===== src/rtl/spi_xp_pkg.sv =====
// Shared constants and the frame phase type for the addressed SPI register port.
package spi_xp_pkg;
    localparam int          BYTE_W   = 8;
    localparam int          HWA_W    = 3;
    localparam logic [3:0]  DEV_CODE = 4'b0100;

    typedef enum logic [1:0] {
        PH_OPCODE,
        PH_REGADDR,
        PH_DATA,
        PH_IGNORE
    } phase_t;
endpackage


===== src/rtl/spi_xp_edge.sv =====
// Detects SCLK edges inside a frame.
// Assumes sclk and cs_n are already synchronous to clk.
module spi_xp_edge (
    input  logic clk,
    input  logic rst_n,
    input  logic sclk,
    input  logic cs_n,
    output logic rise,
    output logic fall
);
    logic sclk_q;

    // Remember the SCLK level from the previous cycle.
    always_ff @(posedge clk) begin
        if (!rst_n) sclk_q <= 1'b0;
        else        sclk_q <= sclk;
    end

    assign rise = sclk & ~sclk_q & ~cs_n;
    assign fall = ~sclk & sclk_q & ~cs_n;
endmodule


===== src/rtl/spi_xp_rx.sv =====
// Collects MOSI bits MSB first and flags each completed byte.
// The byte is flagged combinationally, in the cycle of its last rising edge.
module spi_xp_rx #(
    parameter int W = 8
) (
    input  logic         clk,
    input  logic         rst_n,
    input  logic         cs_n,
    input  logic         rise,
    input  logic         mosi,
    output logic         byte_ok,
    output logic [W-1:0] byte_val
);
    localparam int CW = $clog2(W);
    localparam logic [CW-1:0] LAST_BIT = CW'(W - 1);

    logic [W-2:0]  sh;
    logic [CW-1:0] cnt;

    // Shift in a bit on every rising edge; chip select high drops a partial byte.
    always_ff @(posedge clk) begin
        if (!rst_n || cs_n) begin
            sh  <= '0;
            cnt <= '0;
        end else if (rise) begin
            sh  <= {sh[W-3:0], mosi};
            cnt <= (cnt == LAST_BIT) ? '0 : cnt + 1'b1;
        end
    end

    assign byte_ok  = rise && (cnt == LAST_BIT);
    assign byte_val = {sh, mosi};
endmodule


===== src/rtl/spi_xp_tx.sv =====
// MISO shifter: loads a whole byte, then shifts one bit out on each falling edge.
// The enable is held from the first load until chip select rises.
module spi_xp_tx #(
    parameter int W = 8
) (
    input  logic         clk,
    input  logic         rst_n,
    input  logic         cs_n,
    input  logic         load,
    input  logic [W-1:0] fill,
    input  logic         fall,
    output logic         miso_o,
    output logic         miso_oe
);
    logic [W-1:0] sh;
    logic         live;

    // Load has priority; otherwise advance on a falling edge.
    always_ff @(posedge clk) begin
        if (!rst_n || cs_n) begin
            sh   <= '0;
            live <= 1'b0;
        end else if (load) begin
            sh   <= fill;
            live <= 1'b1;
        end else if (fall) begin
            sh   <= {sh[W-2:0], 1'b0};
        end
    end

    assign miso_o  = sh[W-1];
    assign miso_oe = live & ~cs_n;
endmodule


===== src/rtl/spi_xp_seq.sv =====
// Register pointer. It is set from the address byte and stepped after each data byte.
// It wraps from the last valid register to zero and is frozen while hold is high.
module spi_xp_seq #(
    parameter int W        = 8,
    parameter int NUM_REGS = 11
) (
    input  logic         clk,
    input  logic         rst_n,
    input  logic         set,
    input  logic [W-1:0] set_val,
    input  logic         step,
    input  logic         hold,
    output logic [W-1:0] ptr,
    output logic         in_range
);
    localparam logic [W-1:0] LAST = W'(NUM_REGS - 1);

    // Set, step or keep the pointer.
    always_ff @(posedge clk) begin
        if (!rst_n)              ptr <= '0;
        else if (set)            ptr <= set_val;
        else if (step && !hold)  ptr <= (ptr == LAST) ? '0 : ptr + 1'b1;
    end

    assign in_range = (ptr <= LAST);
endmodule


===== src/rtl/spi_xp_slave.sv =====
// Addressed SPI mode 0 slave for an expander register file.
// Parses command, register address and data bytes, and drives register strobes.
// Assumes the SPI pins are synchronous to clk, clk >= 4x SCLK, and reg_rdata
// follows reg_addr combinationally.
module spi_xp_slave
    import spi_xp_pkg::*;
#(
    parameter int NUM_REGS = 11,
    localparam int REG_AW  = $clog2(NUM_REGS)
) (
    input  logic              clk,
    input  logic              rst_n,
    input  logic              cs_n,
    input  logic              sclk,
    input  logic              mosi,
    input  logic [HWA_W-1:0]  hw_addr,
    input  logic              cfg_addr_en,
    input  logic              cfg_seq_off,
    output logic              miso_o,
    output logic              miso_oe,
    output logic              reg_wr_en,
    output logic              reg_rd_en,
    output logic [REG_AW-1:0] reg_addr,
    output logic [BYTE_W-1:0] reg_wdata,
    input  logic [BYTE_W-1:0] reg_rdata
);
    logic              rise, fall, byte_ok, op_hit;
    logic [BYTE_W-1:0] byte_val, ptr;
    logic              ptr_ok, ptr_set, ptr_step;
    phase_t            phase;
    logic              rd_mode, fetch, load_q, rng_q;
    logic [BYTE_W-1:0] fill;

    spi_xp_edge u_edge (
        .clk (clk), .rst_n (rst_n), .sclk (sclk), .cs_n (cs_n),
        .rise (rise), .fall (fall)
    );

    spi_xp_rx #(.W(BYTE_W)) u_rx (
        .clk (clk), .rst_n (rst_n), .cs_n (cs_n), .rise (rise), .mosi (mosi),
        .byte_ok (byte_ok), .byte_val (byte_val)
    );

    // The command matches on the device code, and on the strap address when enabled.
    assign op_hit = (byte_val[BYTE_W-1 -: 4] == DEV_CODE) &&
                    (!cfg_addr_en || byte_val[HWA_W:1] == hw_addr);

    assign ptr_set  = byte_ok && (phase == PH_REGADDR);
    assign ptr_step = (fall && fetch) ||
                      (byte_ok && (phase == PH_DATA) && !rd_mode);

    spi_xp_seq #(.W(BYTE_W), .NUM_REGS(NUM_REGS)) u_seq (
        .clk (clk), .rst_n (rst_n), .set (ptr_set), .set_val (byte_val),
        .step (ptr_step), .hold (cfg_seq_off), .ptr (ptr), .in_range (ptr_ok)
    );

    // Frame parser, strobe generation and read prefetch.
    always_ff @(posedge clk) begin
        reg_wr_en <= 1'b0;
        reg_rd_en <= 1'b0;
        load_q    <= 1'b0;
        if (!rst_n) begin
            phase     <= PH_OPCODE;
            rd_mode   <= 1'b0;
            fetch     <= 1'b0;
            rng_q     <= 1'b0;
            reg_addr  <= '0;
            reg_wdata <= '0;
        end else if (cs_n) begin
            phase   <= PH_OPCODE;
            rd_mode <= 1'b0;
            fetch   <= 1'b0;
        end else begin
            if (byte_ok) begin
                unique case (phase)
                    PH_OPCODE: begin
                        rd_mode <= byte_val[0];
                        phase   <= op_hit ? PH_REGADDR : PH_IGNORE;
                    end
                    PH_REGADDR: begin
                        phase <= PH_DATA;
                        fetch <= rd_mode;
                    end
                    PH_DATA: begin
                        if (rd_mode) begin
                            fetch <= 1'b1;
                        end else if (ptr_ok) begin
                            reg_wr_en <= 1'b1;
                            reg_addr  <= ptr[REG_AW-1:0];
                            reg_wdata <= byte_val;
                        end
                    end
                    default: ;
                endcase
            end
            if (fall && fetch) begin
                fetch     <= 1'b0;
                load_q    <= 1'b1;
                rng_q     <= ptr_ok;
                reg_rd_en <= ptr_ok;
                if (ptr_ok) reg_addr <= ptr[REG_AW-1:0];
            end
        end
    end

    assign fill = rng_q ? reg_rdata : '0;

    spi_xp_tx #(.W(BYTE_W)) u_tx (
        .clk (clk), .rst_n (rst_n), .cs_n (cs_n), .load (load_q), .fill (fill),
        .fall (fall), .miso_o (miso_o), .miso_oe (miso_oe)
    );
endmodule


===== config.mk =====
export PLATFORM = sky130hd
export DESIGN_NAME = spi_xp_slave
export DESIGN_NICKNAME = d
export VERILOG_FILES = /design/src/rtl/spi_xp_pkg.sv /design/src/rtl/spi_xp_edge.sv /design/src/rtl/spi_xp_rx.sv /design/src/rtl/spi_xp_tx.sv /design/src/rtl/spi_xp_seq.sv /design/src/rtl/spi_xp_slave.sv
export SDC_FILE = /design/constraint.sdc
export NUM_CORES = 1
export LEC_CHECK = 0
export BUFFER_PORTS_ARGS = -buffer_cell sky130_fd_sc_hd__buf_2
export CORE_ASPECT_RATIO = 2
export CORE_UTILIZATION = 50
export DETAILED_ROUTE_END_ITERATION = 7
export PLACE_DENSITY = 0.77
export SLEW_MARGIN = 20
export SYNTH_ARGS = -nofsm -noshare
export SYNTH_HDL_FRONTEND = slang
export SYNTH_SLANG_ARGS = --single-unit

===== constraint.sdc =====
create_clock -name clk -period 1.85 [get_ports clk]
set_input_delay 0.0925 -clock clk [delete_from_list [all_inputs] [get_ports clk]]
set_output_delay 0.0925 -clock clk [all_outputs]
set_load 0.02 [all_outputs]

==> impl_metrics.toml <==
[outcome]
status = "finished clean"

[route]
postRouteWirelength_mm = 5.49
first_iter_violations = 49
ant_nets = 0
via_count = 2038
firstDrtPassIters = 4
wl_per_cell_um = 15.5
vias_per_cell = 5.76
drc = 0

[placed_design]
dp_hpwl_mm = 4.17
io_buffers = 33
finalWeightedCongestion = 0.962

[setup_path]
rr_endpoint = "u_seq.ptr[6]"
cp.required_ns = 2.04
slowest_delay_ns = 0.41
startpoint_type = "flip-flop"
path_cells = "ha_4 > ha_4 > nand4bb_4 > o32a_4 > a21o_1 > and3_1 > o21a_1"
r2r_slack_ns = 0.07
reg2regPathDepth = 7
endpoint_kind = "flip-flop"
crit_fanout = 6
cp_common_cell = "ha_4"
critPathKind = "reg -> reg"
cp_data_arrival_time_ns = 1.98
cp_slowest_cell = "o32a_4"
r2r_start = "u_rx.cnt[0]"

[sta]
period_needed_ns = 1.78
worstMarginPinSlew_ns = 0.565
rsz0062_at_grt = "no"
skew_ns = 0.0102
setup_violations = 0
holdWs_ns = 0.0472
max_freq_mhz = 561
maxSlewHeadroom_pct = 62.2
slew_violations = 0
hold_violations = 0
tns_ns = 0
min_period_over_period_pct = 96.4

[synth]
yosysSeqAreaShare_pct = 42.9
synth_edf_count = 0
ys.warnings.count = 0
synth_cells = 257
avgSynthCellArea_um2 = 8.71
synthArstFlopShare_pct = 0
netlist_area_um2 = 2240
ys_seq_elements = 48
synth_nets = 279
synth_cell_types = 48
ys.flop_type = "dfxtp_1"

[global_routing]
grt_pass1_vias = 2082
antenna_found_initial = 0
grt_pass1_wl_mm = 9.38
grt_max_degree = 26
grtUsageTotal_pct = 25.5
grt_overflow_total = 0

[cells_and_area]
final_util_pct = 61.7
syn2layout_area_growth_pct = 19.5
n_antenna_cell = 0
num-fill-cells = 399
drive_gt1_share_pct = 25.3
nets = 322

[cts]
root_buffer = "clkbuf_8"
htreeDepth = 2
clk_pin_slew_ns = 0.08
worst_skew_pair.late_latency_ns = 0.30
clock_sinks = 48
tritoncts = "built"
cts_buffers = 5
clock_path_buffers = 2

[die]
core_um2 = 4340
dieArea_um2 = 4770
start_util_pct = 51.6
die_w_um = 49.3
rows = 34
ios = 34
die_h_um = 96.7

[worst_hold_path]
hold_start = "reg_rdata[0]"
holdPathStages = 3
hold_class = "in -> reg"
worstHoldEndpoint = "u_tx.sh[0]"

[power_and_ir_drop]
p_per_area_nw_per_um2 = 664
static-leakage-power_nw = 1.05
max-vdd-ir-drop_mv = 0.584

[job]
maxCapViolCount = 0
Yosys cell counts, types with 2 or more instances:
master     n  area, um^2
o21ai_0    6        30.0
a21oi_1   20         100
and2_1     2        12.5
ha_1       4        50.1
o31ai_1    3        22.5
nand4_1    2        12.5
nand3_1   17        85.1
a21o_1     3        22.5
nor2b_1    9        56.3
o221a_2    5        56.3
dfxtp_1   48         961
buf_6      2        22.5
a22oi_1    2        15.0
inv_1      4        15.0
nor2_1    35         131
a41oi_1    2        17.5
or3_1      3        18.8
mux2i_1    4        40.0
nand2_1   23        86.3
a31oi_1    4        25.0
and3_1     5        31.3
o21ai_1   13        65.1
clkbuf_1  11        41.3
xor2_1     4        35.0
nand2b_1   2        12.5
nand4b_1   2        17.5
sequential cells by signal (all words and copies together) (netlist names):
register       count
fetch              1
load_q             1
phase              2
rd_mode            1
reg_addr           4
reg_rd_en          1
reg_wdata          8
reg_wr_en          1
rng_q              1
u_edge.sclk_q      1
u_rx.cnt           3
u_rx.sh            7
u_seq.ptr          8
u_tx.live          1
u_tx.sh            8
power breakdown:
part           internal, mW  switching, mW  leakage (nW)  total, mW
sequential             1.04        0.00722         0.388       1.04
combinational        0.0365         0.0586         0.612     0.0951
clock                 0.298          0.339        0.0473      0.637
cells in the final DEF, fill, tap and decap left out, types with 2 or more instances in the layout:
master / netlist / routed
a21o_1: 3 / 3
a21oi_1: 20 / 20
a22oi_1: 2 / 2
a31oi_1: 4 / 4
a41oi_1: 2 / 2
and2_1: 2 / 2
and3_1: 5 / 5
buf_2: 1 / 33
buf_4: 1 / 16
clkbuf_8: 0 / 6
dfxtp_1: 48 / 46
dfxtp_2: 0 / 2
ha_1: 4 / 2
ha_4: 0 / 2
inv_1: 4 / 4
mux2i_1: 4 / 4
nand2_1: 23 / 23
nand2b_1: 2 / 2
nand3_1: 17 / 17
nand4_1: 2 / 2
nand4b_1: 2 / 2
nor2_1: 35 / 35
nor2b_1: 9 / 9
o21ai_0: 6 / 6
o21ai_1: 13 / 12
o221a_2: 5 / 5
o31ai_1: 3 / 3
or3_1: 3 / 3
xor2_1: 4 / 4
per-stage QoR:
| step | setup WS, ns | power [mW] | area [um^2] | cells |
|---|---|---|---|---|
| after CTS | 0.0339 | 1.79 | 2620 | 352 |
| after global routing | 0.00693 | 1.83 | 2680 | 354 |
| after floorplan | 0.00498 | 1.12 | 2240 | 257 |
| final | 0.0668 | 1.78 | 2680 | 354 |
| after global placement | 0.0467 | 1.16 | 2530 | 345 |
| after detailed placement | -0.00371 | 1.16 | 2530 | 345 |
routing by layer:
| layer | vias up | routed length [um] | GRT usage, % |
|---|---|---|---|
| met5 | - | 0 | 0 |
| li1 | 1002 | - | - |
| met1 | 945 | 1980 | 24.6 |
| met2 | 70 | 3030 | 45.5 |
| met3 | 21 | 175 | 4.40 |
| met4 | 0 | 303 | 20.1 |
repair_timing:
item,4_1_cts,5_1_grt
pin swaps,2,4
setup endpoints to repair,2,9
hold buffers,0,0
buffers inserted,0,2
gates resized for setup,1,8
cell families after synthesis:
logic type,synth area share [%]
mux,1.79
xor+xnor,1.96
flops,42.9
buf+inv,4.08
fa+ha+maj,2.23
simple gates,26.6
compound gates,20.4
critical path, delay by kind of cell (launching register included):
kind	cells	cell delay, ns
flops	1	0.36
fa+ha+maj	2	0.27
compound gates	3	0.74
simple gates	2	0.31
worst max path at each step:
stage          slack [ns]   startpoint  cells past startpoint           end
6_report             0.07  u_rx.cnt[0]                      7  u_seq.ptr[6]
4_1_cts              0.03  u_rx.cnt[1]                      6  u_seq.ptr[3]
5_1_grt             0.007  u_rx.cnt[0]                      7  u_seq.ptr[6]
3_5_place_dp       -0.004  u_rx.cnt[1]                      7  u_seq.ptr[6]
3_3_place_gp         0.05  u_rx.cnt[0]                      7  u_seq.ptr[6]
2_1_floorplan       0.005  u_rx.cnt[0]                      7  u_seq.ptr[6]
cell type report:
cell class              instances  area [um^2]  area share, %
clock inverters                 1         8.76          0.327
repair buffers                 51          317           11.8
well taps                      54         67.6           2.52
flip-flops and latches         48          963           36.0
multi-input cells             190         1220           45.7
inverters                       4         15.0          0.561
clock buffers                   6         82.6           3.09
No activity file was read; power rests on OpenSTA's default activity.
